--- config.mk ---
export PLATFORM = sky130hd
export DESIGN_NAME = strobe_fifo
export DESIGN_NICKNAME = d
export VERILOG_FILES = /design/src/rtl/sfifo_pkg.sv /design/src/rtl/sfifo_strobe_sync.sv /design/src/rtl/sfifo_store.sv /design/src/rtl/sfifo_ctrl.sv /design/src/rtl/strobe_fifo.sv
export SDC_FILE = /design/constraint.sdc
export NUM_CORES = 1
export LEC_CHECK = 0
export ABC_CLOCK_PERIOD_IN_PS = 3700
export BUFFER_PORTS_ARGS = -buffer_cell sky130_fd_sc_hd__buf_2
export CORE_UTILIZATION = 47
export DETAILED_ROUTE_END_ITERATION = 12
export GPL_ROUTABILITY_DRIVEN = 0
export HOLD_SLACK_MARGIN = 0.06
export PLACE_DENSITY_LB_ADDON = 0.2
export SYNTH_ARGS = -nofsm -noshare
export SYNTH_HDL_FRONTEND = slang
export SYNTH_SLANG_ARGS = --single-unit
--- constraint.sdc ---
create_clock -name clk -period 3.7 [get_ports clk]
set_input_delay 0.185 -clock clk [delete_from_list [all_inputs] [get_ports clk]]
set_output_delay 0.185 -clock clk [all_outputs]
set_load 0.03 [all_outputs]
--- src/rtl/sfifo_pkg.sv ---
package sfifo_pkg;

    // Synchronised view of one strobe: its settled level and a one-cycle
    // pulse marking the high-to-low transition.
    typedef struct packed {
        logic level;
        logic fall;
    } strobe_ev_t;

    // Advance a storage index by one, wrapping at the configured depth
    // (depth need not be a power of two).
    function automatic int unsigned wrap_next(int unsigned p, int unsigned depth);
        return (p + 1 >= depth) ? 0 : p + 1;
    endfunction

endpackage

--- src/rtl/sfifo_strobe_sync.sv ---
module sfifo_strobe_sync #(
    parameter int STAGES = 2
) (
    input  logic                   clk,
    input  logic                   rst,
    input  logic                   strobe,
    output sfifo_pkg::strobe_ev_t  ev
);
    logic [STAGES-1:0] chain;
    logic              last;

    always_ff @(posedge clk) begin
        if (rst) begin
            chain <= '0;
            last  <= 1'b0;
        end else begin
            chain <= {chain[STAGES-2:0], strobe};
            last  <= chain[STAGES-1];
        end
    end

    assign ev.level = chain[STAGES-1];
    assign ev.fall  = ~chain[STAGES-1] & last;

endmodule

--- src/rtl/sfifo_store.sv ---
module sfifo_store #(
    parameter int DATA_W = 8,
    parameter int DEPTH  = 16,
    localparam int AW    = (DEPTH > 1) ? $clog2(DEPTH) : 1
) (
    input  logic              clk,
    input  logic              wr_en,
    input  logic [AW-1:0]     wr_addr,
    input  logic [DATA_W-1:0] wr_data,
    input  logic [AW-1:0]     rd_addr,
    output logic [DATA_W-1:0] rd_data
);
    logic [DATA_W-1:0] mem [DEPTH];

    always_ff @(posedge clk) begin
        if (wr_en) mem[wr_addr] <= wr_data;
    end

    assign rd_data = mem[rd_addr];

endmodule

--- src/rtl/sfifo_ctrl.sv ---
module sfifo_ctrl #(
    parameter int DEPTH    = 16,
    parameter int FLAG_DLY = 2,
    localparam int AW      = (DEPTH > 1) ? $clog2(DEPTH) : 1,
    localparam int CW      = $clog2(DEPTH + 1),
    localparam int TW      = $clog2(FLAG_DLY + 2)
) (
    input  logic                  clk,
    input  logic                  rst,
    input  sfifo_pkg::strobe_ev_t si_ev,
    input  sfifo_pkg::strobe_ev_t so_ev,
    output logic                  wr_en,
    output logic [AW-1:0]         wr_addr,
    output logic [AW-1:0]         rd_addr,
    output logic [CW-1:0]         count,
    output logic                  in_rdy,
    output logic                  out_rdy
);
    logic [AW-1:0] wptr, rptr;
    logic [CW-1:0] count_n;
    logic [TW-1:0] settle;
    logic          wr_pend, rd_armed;
    logic          capture, wr_commit, rd_commit, any_commit;

    assign capture    = si_ev.level & in_rdy & ~wr_pend;
    assign wr_commit  = si_ev.fall & wr_pend;
    assign rd_commit  = so_ev.fall & rd_armed;
    assign any_commit = wr_commit | rd_commit;

    always_comb begin
        count_n = count;
        if (wr_commit && !rd_commit)      count_n = count + 1'b1;
        else if (!wr_commit && rd_commit) count_n = count - 1'b1;
    end

    always_ff @(posedge clk) begin
        if (rst) begin
            wptr     <= '0;
            rptr     <= '0;
            count    <= '0;
            wr_pend  <= 1'b0;
            rd_armed <= 1'b0;
            settle   <= '0;
            in_rdy   <= 1'b1;
            out_rdy  <= 1'b0;
        end else begin
            count <= count_n;

            if (capture) begin
                wr_pend <= 1'b1;
            end else if (wr_commit) begin
                wr_pend <= 1'b0;
                wptr    <= AW'(sfifo_pkg::wrap_next(32'(wptr), DEPTH));
            end

            if (so_ev.level && out_rdy) begin
                rd_armed <= 1'b1;
            end else if (rd_commit) begin
                rd_armed <= 1'b0;
                rptr     <= AW'(sfifo_pkg::wrap_next(32'(rptr), DEPTH));
            end

            if (any_commit)          settle <= TW'(FLAG_DLY);
            else if (settle != '0)   settle <= settle - 1'b1;

            if (capture)                          in_rdy <= 1'b0;
            else if (!any_commit && settle == '0) in_rdy <= ~wr_pend & (count < CW'(DEPTH));

            if (so_ev.level)                      out_rdy <= 1'b0;
            else if (!any_commit && settle == '0) out_rdy <= (count != '0);
        end
    end

    assign wr_en   = capture;
    assign wr_addr = wptr;
    assign rd_addr = rptr;

endmodule

--- src/rtl/strobe_fifo.sv ---
module strobe_fifo #(
    parameter int DATA_W      = 8,
    parameter int DEPTH       = 16,
    parameter int FLAG_DLY    = 2,
    parameter int SYNC_STAGES = 2
) (
    input  logic              clk,
    input  logic              rst,
    input  logic              shift_in,
    input  logic              shift_out,
    input  logic              out_en,
    input  logic [DATA_W-1:0] din,
    output logic [DATA_W-1:0] dout,
    output logic              in_rdy,
    output logic              out_rdy
);
    localparam int AW = (DEPTH > 1) ? $clog2(DEPTH) : 1;
    localparam int CW = $clog2(DEPTH + 1);

    sfifo_pkg::strobe_ev_t si_ev, so_ev;
    logic                  wr_en;
    logic [AW-1:0]         wr_addr, rd_addr;
    logic [CW-1:0]         count_w;
    logic [DATA_W-1:0]     rd_data, head_word;

    sfifo_strobe_sync #(.STAGES(SYNC_STAGES)) u_si_sync (
        .clk(clk), .rst(rst), .strobe(shift_in), .ev(si_ev)
    );

    sfifo_strobe_sync #(.STAGES(SYNC_STAGES)) u_so_sync (
        .clk(clk), .rst(rst), .strobe(shift_out), .ev(so_ev)
    );

    sfifo_ctrl #(.DEPTH(DEPTH), .FLAG_DLY(FLAG_DLY)) u_ctrl (
        .clk(clk), .rst(rst), .si_ev(si_ev), .so_ev(so_ev),
        .wr_en(wr_en), .wr_addr(wr_addr), .rd_addr(rd_addr),
        .count(count_w), .in_rdy(in_rdy), .out_rdy(out_rdy)
    );

    sfifo_store #(.DATA_W(DATA_W), .DEPTH(DEPTH)) u_store (
        .clk(clk), .wr_en(wr_en), .wr_addr(wr_addr), .wr_data(din),
        .rd_addr(rd_addr), .rd_data(rd_data)
    );

    assign head_word = (count_w != '0) ? rd_data : '0;
    assign dout      = out_en ? head_word : '0;

endmodule

---- Yosys cells after proc, flatten, opt, wreduce, memory -nomap -nowiden ----
Memories as Yosys holds them, arrays and structs flattened. A register that Yosys moved wholly into a read port is not among the register bits.
Index checks and enable logic that the tools add are counted.
word-level totals
  bits in writable memories ............... 128
  bits in registers ....................... 25
  output and inout port bits .............. 10
  memories ................................ 1
memories
  name         depth  width  rd ports  clocked after Yosys merged registers in  write ports  RTL line           source
  u_store.mem  16     8      1         1                                        1            sfifo_store.sv:13  logic [DATA_W-1:0] mem [DEPTH];
cells by class
  reduce and logical (&&, ||, !) cells .... 19
  add/subtract/negate cells ............... 5
  magnitude comparators ................... 3
  muxes and demuxes ....................... 18
  bitwise operators ....................... 13
operators by type and width
  kind                 number
  $mux 4               4
  $mux 8               2
  $reduce_bool 2->1    6
  $add 4x1->5 const B  2
  $ge 5x5->1 const B   2
  $mux 5               2
  $mux 1               8
  $and 1x1->1          7
  $add 5x1->5 const B  1
  $lt 5x5->1 const B   1
  $not 1->1            5
  $reduce_bool 5->1    1
  $sub 5x1->5 const B  1
  $logic_and 1x1->1    4
  $mux 2               2
  $reduce_and 2->1     2
  $reduce_or 2->1      2
  $logic_not 1->1      3
  $logic_not 2->1      1
  $sub 2x1->2 const B  1
  $or 1x1->1           1

---- Depth between registers and ports, before layout ----
Gate-level depths: netlist of run 1.
  word-level depth ........................ 8
  depth in mapped cells ................... 9
  gate-level depth less buffers ........... 9

---- Cells and area by module ----
A second synthesis of run 1 with hierarchy kept.
unflattened totals
  cell total of the unflattened synthesis .. 365
  area total of the unflattened synthesis .. 6239.7 um^2
modules (own cells, without submodules)
  module             cells an instance  area each (um^2)  seq. area each (um^2)  times used
  sfifo_store        221                4987.3            3843.7                 1
  sfifo_ctrl         109                963.4             380.4                  1
  sfifo_strobe_sync  8                  95.1              60.1                   2
  strobe_fifo        19                 98.8              0.0                    1

---- Least setup slack after synthesis of run 1 ----
OpenSTA, ideal clock, no wires.
  path kind ............................... flip-flop to flip-flop
  start ................................... register u_so_sync.chain[1]
  end ..................................... register u_ctrl.count[4]
  path slack .............................. 1.500 ns
  data required time ...................... 3.579 ns
  clock period less this slack ............ 2.200 ns
  cell stages (with the launch flop) ...... 9
  arrival time ............................ 2.080 ns
  buffers on the path ..................... 0
  cells stage by stage .................... dfxtp_1 -> and3b_1 -> inv_1 -> ha_1 -> fa_1 -> nand2b_1 -> a21oi_1 -> mux2i_1 -> mux2_2
on the way
  word-level cells in the longest chain between the ends .. 6
  elaborated cells on any way between the ends .. 8
  those cells by class .................... mux: 1; bitwise: 3; reduce/logical: 4
ends and longest elaborated chain
  what                                         RTL line                 source
  from (decl)                                  sfifo_strobe_sync.sv:9   logic [STAGES-1:0] chain;
  from (signal assigned)                       sfifo_strobe_sync.sv:17  chain <= {chain[STAGES-2:0], strobe};
  $not 1->1 (*)                                sfifo_strobe_sync.sv:23  assign ev.fall = ~chain[STAGES-1] & last;
  $and 1x1->1 (*)                              sfifo_strobe_sync.sv:23
  $and 1x1->1 (*)                              sfifo_ctrl.sv:27         assign rd_commit = so_ev.fall & rd_armed;
  $logic_not 1->1                              sfifo_ctrl.sv:32         if (wr_commit && !rd_commit) count_n = count + 1'b1;
  $logic_and 1x1->1                            sfifo_ctrl.sv:32
  $mux 5 or $reduce_bool 2->1 (tied branches)  -
  to (signal assigned)                         sfifo_ctrl.sv:47         count <= count_n;
  to (decl)                                    sfifo_ctrl.sv:15         output logic [CW-1:0] count,
Every way passes the cells marked *; elsewhere a longest branch is shown, timed or not.
A chain may end at the register's enable or synchronous reset.

==> results of run 1 <==
## worst paths after layout
| kind | slack, ps | depth (start not counted) | endpoint |
|---|---|---|---|
| setup / recovery | 1000 | 6 | dout[6] |
| hold reg to reg | 440 | 1 | u_so_sync.chain[1] |
| hold / removal | 140 | 1 | u_store.mem[4][6] |
| setup reg to reg | 1350 | 8 | u_ctrl.count[4] |
## flip-flops by register name, summed over array words and instances, names as in the netlist, named ones only
signal / flops
u_ctrl.wr_pend: 1
u_ctrl.out_rdy: 1
u_si_sync.last: 1
u_ctrl.settle: 2
u_ctrl.in_rdy: 1
u_store.mem: 128
u_ctrl.count: 5
u_so_sync.last: 1
u_si_sync.chain: 2
u_ctrl.rd_addr: 4
u_ctrl.wr_addr: 4
u_so_sync.chain: 2
u_ctrl.rd_armed: 1
## per-layer routing
| layer | vias up | track usage, % | routed length [microns] |
|---|---|---|---|
| met3 | 21 | 3.57 | 657 |
| met4 | 0 | 8.70 | 286 |
| met5 | - | 0 | 0 |
| met1 | 1703 | 24.8 | 5390 |
| li1 | 1626 | - | - |
| met2 | 83 | 32.2 | 6220 |
## power by group
part	switching [mW]	leakage (nW)	total [mW]	internal [mW]
Clock	0.646	0.258	1.55	0.909
Sequential	0.00336	1.39	1.92	1.92
Combinational	0.0377	0.682	0.0542	0.0165
## cell families after synthesis
group	Yosys count	share of synthesized area, %
fa+ha+maj	11	2.28
xor+xnor	4	0.550
compound gates	52	5.18
mux	49	11.5
flops	157	69.4
buf+inv	31	2.87
simple gates	106	8.22
## cell type report
class | instances | area (sq um)
fillers | 1110 | 6050
flip-flops and latches | 157 | 4430
multi-input cells | 222 | 1770
clock buffers | 18 | 429
well taps | 176 | 220
repair buffers | 34 | 205
clock inverters | 14 | 104
inverters | 11 | 41.3
## layout by cell type (no fill, tap or decap), types with 5 or more instances in the layout
cell type and count:
sky130_fd_sc_hd__a211oi_1 9, sky130_fd_sc_hd__edfxtp_1 128, sky130_fd_sc_hd__o21ai_0 5, sky130_fd_sc_hd__clkbuf_16 17
sky130_fd_sc_hd__ha_1 10, sky130_fd_sc_hd__clkinv_2 5, sky130_fd_sc_hd__dfxtp_1 27, sky130_fd_sc_hd__buf_2 22
sky130_fd_sc_hd__buf_4 10, sky130_fd_sc_hd__nor2b_1 16, sky130_fd_sc_hd__a21oi_1 20, sky130_fd_sc_hd__nand2_1 23
sky130_fd_sc_hd__nor2_1 34, sky130_fd_sc_hd__mux4_2 14, sky130_fd_sc_hd__nand4_1 5, sky130_fd_sc_hd__a22oi_1 7
sky130_fd_sc_hd__nand3_1 7, sky130_fd_sc_hd__inv_1 10, sky130_fd_sc_hd__mux2i_1 28
## critical path, stage by stage (launching register included)
cell                       delay (ps)
sky130_fd_sc_hd__dfxtp_2          750
sky130_fd_sc_hd__buf_4            290
sky130_fd_sc_hd__mux2i_1           90
sky130_fd_sc_hd__a221oi_1         280
sky130_fd_sc_hd__o21ai_0          120
sky130_fd_sc_hd__a21oi_1          290
sky130_fd_sc_hd__buf_2            260
## through the flow
stage               utilization (%)  setup WS [ps]  hold slack (ps)
finish                         54.3           1000              144
global route                   54.3            782              141
CTS                            54.3            961              127
detailed placement             50.2           1350              406
global placement               50.2           1400              399
floorplan                         -           1500              284
==> out/results.ini, run 1 <==
[status]
result_of_the_run = finished clean

[route]
drt-vias-per-instance = 5.43
antenna_left = 0
wl_per_instance_microns = 19.9
drc_errors = 0
detailedRoute.firstIterationViolations = 279
firstDrtPassIters = 4
vias = 3433
wl_microns = 12600

[final_layout]
final_design_area_no_fill_sq_um = 7200
final_layout_size_suffix_gt1_share_pct = 17.3
insertedDiodeCount = 0
finish.cell_count_without_fillers = 632
synthToLayoutAreaGrowth_pct = 12.9
nNetsFinal = 467

[timing]
rsz0062_at_grt = false
worstMarginPinSlew_ps = 1210
fmax_mhz = 371
max-slew-margin-rel_pct = 18.9
final_max_slew_viol_count = 0
timing.clock.skew_ps = 6.06
finalSetupViolations = 0
fin_crit_ps = 2700
layout_worst_path_cycle_share_pct = 72.9
hold_vio_cnt_final = 0
fin_setup_tns_ps = 0

[cts]
tritoncts = yes
tritoncts_num_sinks = 157
cts_inserted_buffers = 17
clk_transition_reported_paths_ps = 60
clock_tree.root_cell = sky130_fd_sc_hd__clkbuf_16
post_cts.resized_instances = 0
post_cts_hold_buffer_count = 2
worstSkewPairLatency_ps = 420
clock_tree.buffer_depth = 2
postCtsSetupBuffers = 0
h-tree-depth = 4

[synth]
ys.warnings.count = 0
postSynthNetCount = 434
yosysMostFrequentCell = sky130_fd_sc_hd__edfxtp_1
synthDominantCellAreaShare_pct = 60.3
yosys.cell_types.count = 47
synth_ff_type = sky130_fd_sc_hd__edfxtp_1
synthesis.area_sq_um = 6380
syn_avg_cell_area_sq_um = 15.6
post-synth-top-area-cell = sky130_fd_sc_hd__edfxtp_1
async_flop_share_pct = 0
post_synth_inst_count = 410
synth-edff-count = 128
synth_commonest_cells = 128 x sky130_fd_sc_hd__edfxtp_1, 34 x sky130_fd_sc_hd__nor2_1, 29 x sky130_fd_sc_hd__dfxtp_1
synth_seq_area_share_pct = 69.4
synth.top_cells.by_area = sky130_fd_sc_hd__edfxtp_1 60%, sky130_fd_sc_hd__dfxtp_1 9.1%, sky130_fd_sc_hd__mux4_2 4.9%, sky130_fd_sc_hd__mux2i_1 4.4%, sky130_fd_sc_hd__nor2_1 2.0%
synth.ff_latch_count = 157

[setup_path]
critical_path_required_ps = 3510
worstReg2RegStart = u_so_sync.chain[1]
path_max_fanout = 24
worst-setup-path-type = reg -> out
worstSetupStartpointType = flip-flop
timing.critical_path.to_type = primary output
critical_path_arrival_ps = 2510

[die]
core_sq_um = 13200
chipHeight_microns = 118
core.rowCount = 42
floorplan.initialDensity_pct = 48.1
io_pins = 23
floorplan.die_area_sq_um = 14000
floorplan.die.width_microns = 118

[flow_run]
max_cap_check_violation_count = 0

[grt]
maximum_number_of_pins_on_one_net_before_global_route_repair = 33
grt_usage_pct = 19.3
grt_first_pass_wirelength_microns = 19400
overflow_left_after_global_routing = 0
first_global_vias = 3479
antenna_violations_before_repair = 0

[place]
detailedPlacementHpwl_microns = 7760
dpl-instance-area_sq_um = 6640
dp_cells = 598
port_buffers = 22

[power_and_ir_drop]
pwr_density_cell_nw_per_um2 = 490
power.ir.vdd_worst_uv = 307
power_leakage_nw = 2.33
totalPowerFinal_mw = 3.53

[worst_hold_path]
hold_path_class = in -> reg
min-delay-start = din[6]

(Power assumes the default switching activity.)
==> inputs of run 2 (changes only) <==
--- a/config.mk
+++ b/config.mk
@@ -5,7 +5,7 @@
 export SDC_FILE = /design/constraint.sdc
 export NUM_CORES = 1
 export LEC_CHECK = 0
-export ABC_CLOCK_PERIOD_IN_PS = 3700
+export ABC_CLOCK_PERIOD_IN_PS = 2200
 export BUFFER_PORTS_ARGS = -buffer_cell sky130_fd_sc_hd__buf_2
 export CORE_UTILIZATION = 47
 export DETAILED_ROUTE_END_ITERATION = 12
==> constraint.sdc (replaced) <==
create_clock -name clk -period 2.2 [get_ports clk]
set_input_delay 0.11 -clock clk [delete_from_list [all_inputs] [get_ports clk]]
set_output_delay 0.11 -clock clk [all_outputs]
set_load 0.03 [all_outputs]
==> out/results.ini, run 2 (synthesis results as in run 1) <==
[timing]
layout_worst_path_cycle_share_pct = 99.0
fmax_mhz = 459
fin_setup_tns_ps = 0  ; unchanged
worstMarginPinSlew_ps = 481  ; -730 ps
finalSetupViolations = 0  ; unchanged
rsz0062_at_grt = true
timing.clock.skew_ps = 6.00  ; -0.0626 ps
final_max_slew_viol_count = 0  ; unchanged
hold_vio_cnt_final = 0  ; unchanged
setup_ws_ps = 22.8  ; -982 ps
max-slew-margin-rel_pct = 67.9  ; +49 points
fin_crit_ps = 2180

[setup_path]
timing.critical_path.max_delay_family = multiplexers
critical_path_required_ps = 2090  ; -1420 ps
path_max_fanout = 6  ; -75%
path_cells = buf_6, mux4_2, and2_4, a211oi_2, a211oi_2, buf_4
worstSetupStartpointType = flip-flop
worst-setup-path-type = reg -> out
worst_r2r_endpoint = u_ctrl.count[4]
timing.critical_path.to_type = primary output
cpMaxStageDelayCell = sky130_fd_sc_hd__mux4_2
cp_slowest_stage_delay_ps = 510  ; -240 ps
crit_top_cell = sky130_fd_sc_hd__a211oi_2
critical_path_arrival_ps = 2070  ; -440 ps
worstReg2RegStart = u_so_sync.chain[1]
r2r_setup_slack_ps = 100  ; -1250 ps
critical_path_depth = 6  ; unchanged
worst_r2r_path_depth = 9  ; +1
critPathBufInv = 2  ; unchanged
crit_end = dout[2]

[place]
port_buffers = 22  ; unchanged
detailedPlacementHpwl_microns = 8240  ; +6.1%
post-place-ws_ps = 0.547  ; -1350 ps

[worst_hold_path]
hold_path_class = in -> reg

[route]
detailedRoute.firstIterationViolations = 215  ; -23%
wl_per_instance_microns = 19.5  ; -2.0%
drt-vias-per-instance = 5.40  ; -0.60%
antenna_left = 0  ; unchanged
vias = 3612  ; +5.2%
firstDrtPassIters = 5  ; +1
drc_errors = 0  ; unchanged
wl_microns = 13000  ; +3.8%

[final_layout]
layout.cells.most_common_list = 128 x sky130_fd_sc_hd__edfxtp_1, 43 x sky130_fd_sc_hd__buf_4, 34 x sky130_fd_sc_hd__nor2_1
synthToLayoutAreaGrowth_pct = 21.7
max_flop_register = u_store.mem
largest_registers = u_store.mem: 128 flops, u_ctrl.count: 5 flops
nNetsFinal = 506  ; +8.4%
largest_register_ffs = 128  ; unchanged
insertedDiodeCount = 0  ; unchanged
layout_commonest_cell = sky130_fd_sc_hd__edfxtp_1
final_layout_size_suffix_gt1_share_pct = 28.6  ; +11 points

[grt]
first_global_vias = 3788  ; +8.9%
maximum_number_of_pins_on_one_net_before_global_route_repair = 29  ; -12%
overflow_left_after_global_routing = 0  ; unchanged
grt_usage_pct = 19.9  ; +0.53 points
antenna_violations_before_repair = 0  ; unchanged
grt_first_pass_wirelength_microns = 20200  ; +3.9%

[flow_run]
max_cap_check_violation_count = 0  ; unchanged

[cts]
cts_inserted_buffers = 17  ; unchanged
h-tree-depth = 4  ; unchanged
worstSkewPairLatency_ps = 420  ; about the same
clk_transition_reported_paths_ps = 60  ; about the same
tritoncts = yes
clock_tree.buffer_depth = 2  ; unchanged
tritoncts_num_sinks = 157  ; unchanged
clock_tree.root_cell = sky130_fd_sc_hd__clkbuf_16

[die]
floorplan.die_area_sq_um = 14000  ; unchanged
chipHeight_microns = 118  ; unchanged
io_pins = 23  ; unchanged
core.rowCount = 42  ; unchanged
floorplan.initialDensity_pct = 48.1  ; unchanged
floorplan.die.width_microns = 118  ; unchanged
core_sq_um = 13200  ; unchanged

[power_and_ir_drop]
power.ir.vdd_worst_uv = 443  ; +44%
totalPowerFinal_mw = 6.14  ; +74%
power_leakage_nw = 2.59  ; +11%
pwr_density_cell_nw_per_um2 = 791  ; +61%

[status]
result_of_the_run = finished clean

run 2: changes by cell type in the layout (fill, tap and decap cells not counted), sizes merged:
cell	change
buf	+39
clkbuf	+2
clkinvlp	-2
clkinv	-4
bufinv	+2
run 2: per-layer routing:
layer | track usage, % | share of wire, % | up-vias
met2 | 34.2 | 51 | 80
li1 | - | - | 1706
met5 | 0 | 0 | -
met1 | 23.6 | 42 | 1801
met3 | 4.34 | 3.8 | 25
met4 | 9.73 | 3.1 | 0
run 2: worst min-delay path by stage:
stage                          to  cells after the start  startpoint
3_3_place_gp   u_si_sync.chain[0]                      2    shift_in
6_report       u_store.mem[13][4]                      1      din[4]
4_1_cts        u_store.mem[13][4]                      1      din[4]
5_1_grt        u_store.mem[11][4]                      1      din[4]
3_5_place_dp   u_si_sync.chain[0]                      2    shift_in
2_1_floorplan   u_store.mem[0][0]                      0      din[0]
run 2: layout make-up:
type | instances | area (sq um)
repair buffers | 73 | 611
clock inverters | 10 | 124
flip-flops and latches | 157 | 4440
inverters | 11 | 41.3
well taps | 176 | 220
clock buffers | 20 | 437
multi-input cells | 222 | 1890
fillers | 1048 | 5480
run 2: repair_timing:
| action | 4_1_cts | 5_1_grt |
|---|---|---|
| cloned | 1 | 0 |
| endpoints found under the hold margin | 2 | 0 |
| gates resized for setup | 36 | 23 |
| pin swaps | 7 | 11 |
| buffers inserted | 7 | 7 |
| hold buffers | 2 | 0 |
| endpoints found under the setup margin | 9 | 10 |
run 2: report_power, final:
group	leakage (nW)	switching, mW	internal, mW
logic	0.931	0.0686	0.0314
registers	1.39	0.00592	3.22
clock network	0.272	1.07	1.75
total	2.59	1.14	5.00
run 2: through the flow:
step           utilization [%]  cell area [sq um]  hold WS [ps]  std cells
3_3_place_gp              51.6               6840           323        622
2_1_floorplan                -               6380           209        410
5_1_grt                   58.6               7760          73.6        669
6_report                  58.6               7760          71.8        669
4_1_cts                   57.6               7630          61.5        662
3_5_place_dp              51.6               6840           324        622
==> inputs of run 3 (changes only) <==
--- a/config.mk
+++ b/config.mk
@@ -5,7 +5,7 @@
 export SDC_FILE = /design/constraint.sdc
 export NUM_CORES = 1
 export LEC_CHECK = 0
-export ABC_CLOCK_PERIOD_IN_PS = 2200
+export ABC_CLOCK_PERIOD_IN_PS = 2700
 export BUFFER_PORTS_ARGS = -buffer_cell sky130_fd_sc_hd__buf_2
 export CORE_UTILIZATION = 47
 export DETAILED_ROUTE_END_ITERATION = 12
==> constraint.sdc (replaced) <==
create_clock -name clk -period 2.7 [get_ports clk]
set_input_delay 0.135 -clock clk [delete_from_list [all_inputs] [get_ports clk]]
set_output_delay 0.135 -clock clk [all_outputs]
set_load 0.03 [all_outputs]
==> out/results.ini, run 3 (synthesis results as in run 1) <==
[status]
result_of_the_run = finished clean

[final_layout]
largest_register_ffs = 128  ; unchanged
insertedDiodeCount = 0  ; unchanged
max_flop_register = u_store.mem
final_layout_size_suffix_gt1_share_pct = 20.6  ; -8.0 points
multi_input_comb_area_sq_um = 1770  ; -6.5%
largest_registers = u_store.mem: 128 flops, u_ctrl.count: 5 flops
n_fill_cell = 1095  ; +4.5%
sequential_cell_area_sq_um = 4430  ; -0.20%
layout_commonest_cell = sky130_fd_sc_hd__edfxtp_1
synthToLayoutAreaGrowth_pct = 16.4
nNetsFinal = 486  ; -4.0%
layout.cells.most_common_list = 128 x sky130_fd_sc_hd__edfxtp_1, 34 x sky130_fd_sc_hd__nor2_1, 28 x sky130_fd_sc_hd__mux2i_1, 28 x sky130_fd_sc_hd__buf_4, 26 x sky130_fd_sc_hd__dfxtp_1

[grt]
grt_usage_pct = 20.2  ; +0.37 points
grt_first_pass_wirelength_microns = 20300  ; +0.45%
antenna_violations_before_repair = 0  ; unchanged
maximum_number_of_pins_on_one_net_before_global_route_repair = 29  ; unchanged
overflow_left_after_global_routing = 0  ; unchanged
first_global_vias = 3631  ; -4.1%

[die]
floorplan.die.width_microns = 118  ; unchanged
floorplan.die_area_sq_um = 14000  ; unchanged
core_sq_um = 13200  ; unchanged
chipHeight_microns = 118  ; unchanged
core.rowCount = 42  ; unchanged
io_pins = 23  ; unchanged
floorplan.initialDensity_pct = 48.1  ; unchanged

[power_and_ir_drop]
pwr_density_cell_nw_per_um2 = 692  ; -13%
p_int_mw = 4.18  ; -16%
switching_share_pct = 18.6  ; +0.026 points
power.ir.vdd_worst_uv = 349  ; -21%
sequentialPowerShare_pct = 51.2  ; -1.3 points
clock_power_share_pct = 47.3  ; +1.4 points
power_leakage_nw = 2.46  ; -5.1%
relative_contribution_of_combinational_cells_to_total_power_pct = 1.5  ; about the same
power_switching_uw = 955  ; -16%
totalPowerFinal_mw = 5.14  ; -16%

[setup_path]
path_max_fanout = 15  ; +9
worst_r2r_path_depth = 8  ; -1
critical_path_required_ps = 2570  ; +480 ps
worstSetupStartpointType = flip-flop
critical_path_arrival_ps = 2340  ; +270 ps
worst-setup-path-type = reg -> out
timing.critical_path.to_type = primary output

[route]
wl_per_instance_microns = 20.0  ; +2.7%
antenna_left = 0  ; unchanged
detailedRoute.firstIterationViolations = 348  ; +62%
vias = 3491  ; -3.3%
wl_microns = 13000  ; about the same
drc_errors = 0  ; unchanged
drt-vias-per-instance = 5.36  ; -0.68%
firstDrtPassIters = 4  ; -1

[timing]
fin_crit_ps = 2480
layout_worst_path_cycle_share_pct = 91.7
worstMarginPinSlew_ps = 717  ; +236 ps
rsz0062_at_grt = false
hold_vio_cnt_final = 0  ; unchanged
fin_setup_tns_ps = 0  ; unchanged
finalSetupViolations = 0  ; unchanged
final_max_slew_viol_count = 0  ; unchanged
fmax_mhz = 404
max-slew-margin-rel_pct = 52.2  ; -16 points
timing.clock.skew_ps = 6.83  ; +0.838 ps

[worst_hold_path]
min_path_cells = 1  ; unchanged
hold_path_class = in -> reg

[flow_run]
max_cap_check_violation_count = 0  ; unchanged

[cts]
cts_inserted_buffers = 17  ; unchanged
h-tree-depth = 4  ; unchanged
tritoncts_num_sinks = 157  ; unchanged
tritoncts = yes
clock_tree.root_cell = sky130_fd_sc_hd__clkbuf_16
clock_tree.buffer_depth = 2  ; unchanged
clk_transition_reported_paths_ps = 60  ; about the same
worstSkewPairLatency_ps = 410  ; about the same

[place]
port_buffers = 22  ; unchanged
detailedPlacementHpwl_microns = 8410  ; +2.2%

[run 3: changes by cell type in the layout (fill, tap and decap cells not counted), moves of 3 or more]
cell and delta:
sky130_fd_sc_hd__a211oi_1 +7, sky130_fd_sc_hd__a211oi_2 -7, sky130_fd_sc_hd__a21oi_1 +8, sky130_fd_sc_hd__a21oi_2 -5, sky130_fd_sc_hd__a21oi_4 -3, sky130_fd_sc_hd__buf_2 +7
sky130_fd_sc_hd__buf_4 -15, sky130_fd_sc_hd__buf_6 -8, sky130_fd_sc_hd__dfxtp_4 -3
[run 3: area by class of cell]
cell class                 instances  share of cell area (%)
multi-input combinational        222                    23.8
clock buffer                      19                    5.83
clock inverter                    13                    2.33
inverter                          11                   0.556
timing repair buffer              53                    4.85
tap                              176                    2.97
sequential                       157                    59.6
[run 3: timing repair]
item,in CTS,in global routing
endpoints found under the hold margin,2,0
endpoints found under the setup margin,0,1
resized for setup,0,1
setup buffers,0,0
hold buffers,2,0
[run 3: path summary, 6_finish.rpt]
path	startpoint	to	slack, ps
min	din[6]	u_store.mem[4][6]	100
max	flip-flop	dout[6]	220
min reg2reg	u_si_sync.chain[0]	u_si_sync.chain[1]	440
max reg2reg	u_so_sync.chain[1]	u_ctrl.count[4]	330
[run 3: routing by layer]
layer / GRT usage [%] / vias up / part of all wire, %
met5: 0 / - / 0
met4: 11.2 / 0 / 1.6
met3: 4.58 / 14 / 6.3
met2: 32.1 / 92 / 50
met1: 25.9 / 1714 / 42
li1: - / 1671 / -
[run 3: power by group through the flow]
stage,Combinational (mW),Clock (mW),Sequential (mW)
after floorplan,0.0283,0,2.68
after global placement,0.0730,0,2.68
after detailed placement,0.0755,0,2.68
after CTS,0.0777,2.48,2.63
after global routing,0.0857,2.56,2.63
final,0.0763,2.43,2.63
[run 3: worst max-delay path, cell delays in order (launching register included)]
cell and delay [ps]:
sky130_fd_sc_hd__dfxtp_2 640, sky130_fd_sc_hd__buf_4 280, sky130_fd_sc_hd__mux2i_1 90, sky130_fd_sc_hd__a221oi_1 270, sky130_fd_sc_hd__o21ai_0 120, sky130_fd_sc_hd__a21oi_1 270, sky130_fd_sc_hd__buf_2 250
[run 3: per-stage QoR]
stage               util, %  setup slack [ps]  hold slack, ps  std cells  cell area, sq um
floorplan                 -               500             234        410              6380
global placement       51.3               394             350        617              6800
detailed placement     51.3               342             354        617              6800
CTS                    56.1              85.6            83.1        651              7420
global route           56.1               116            94.5        651              7420
finish                 56.1               225            98.2        651              7420
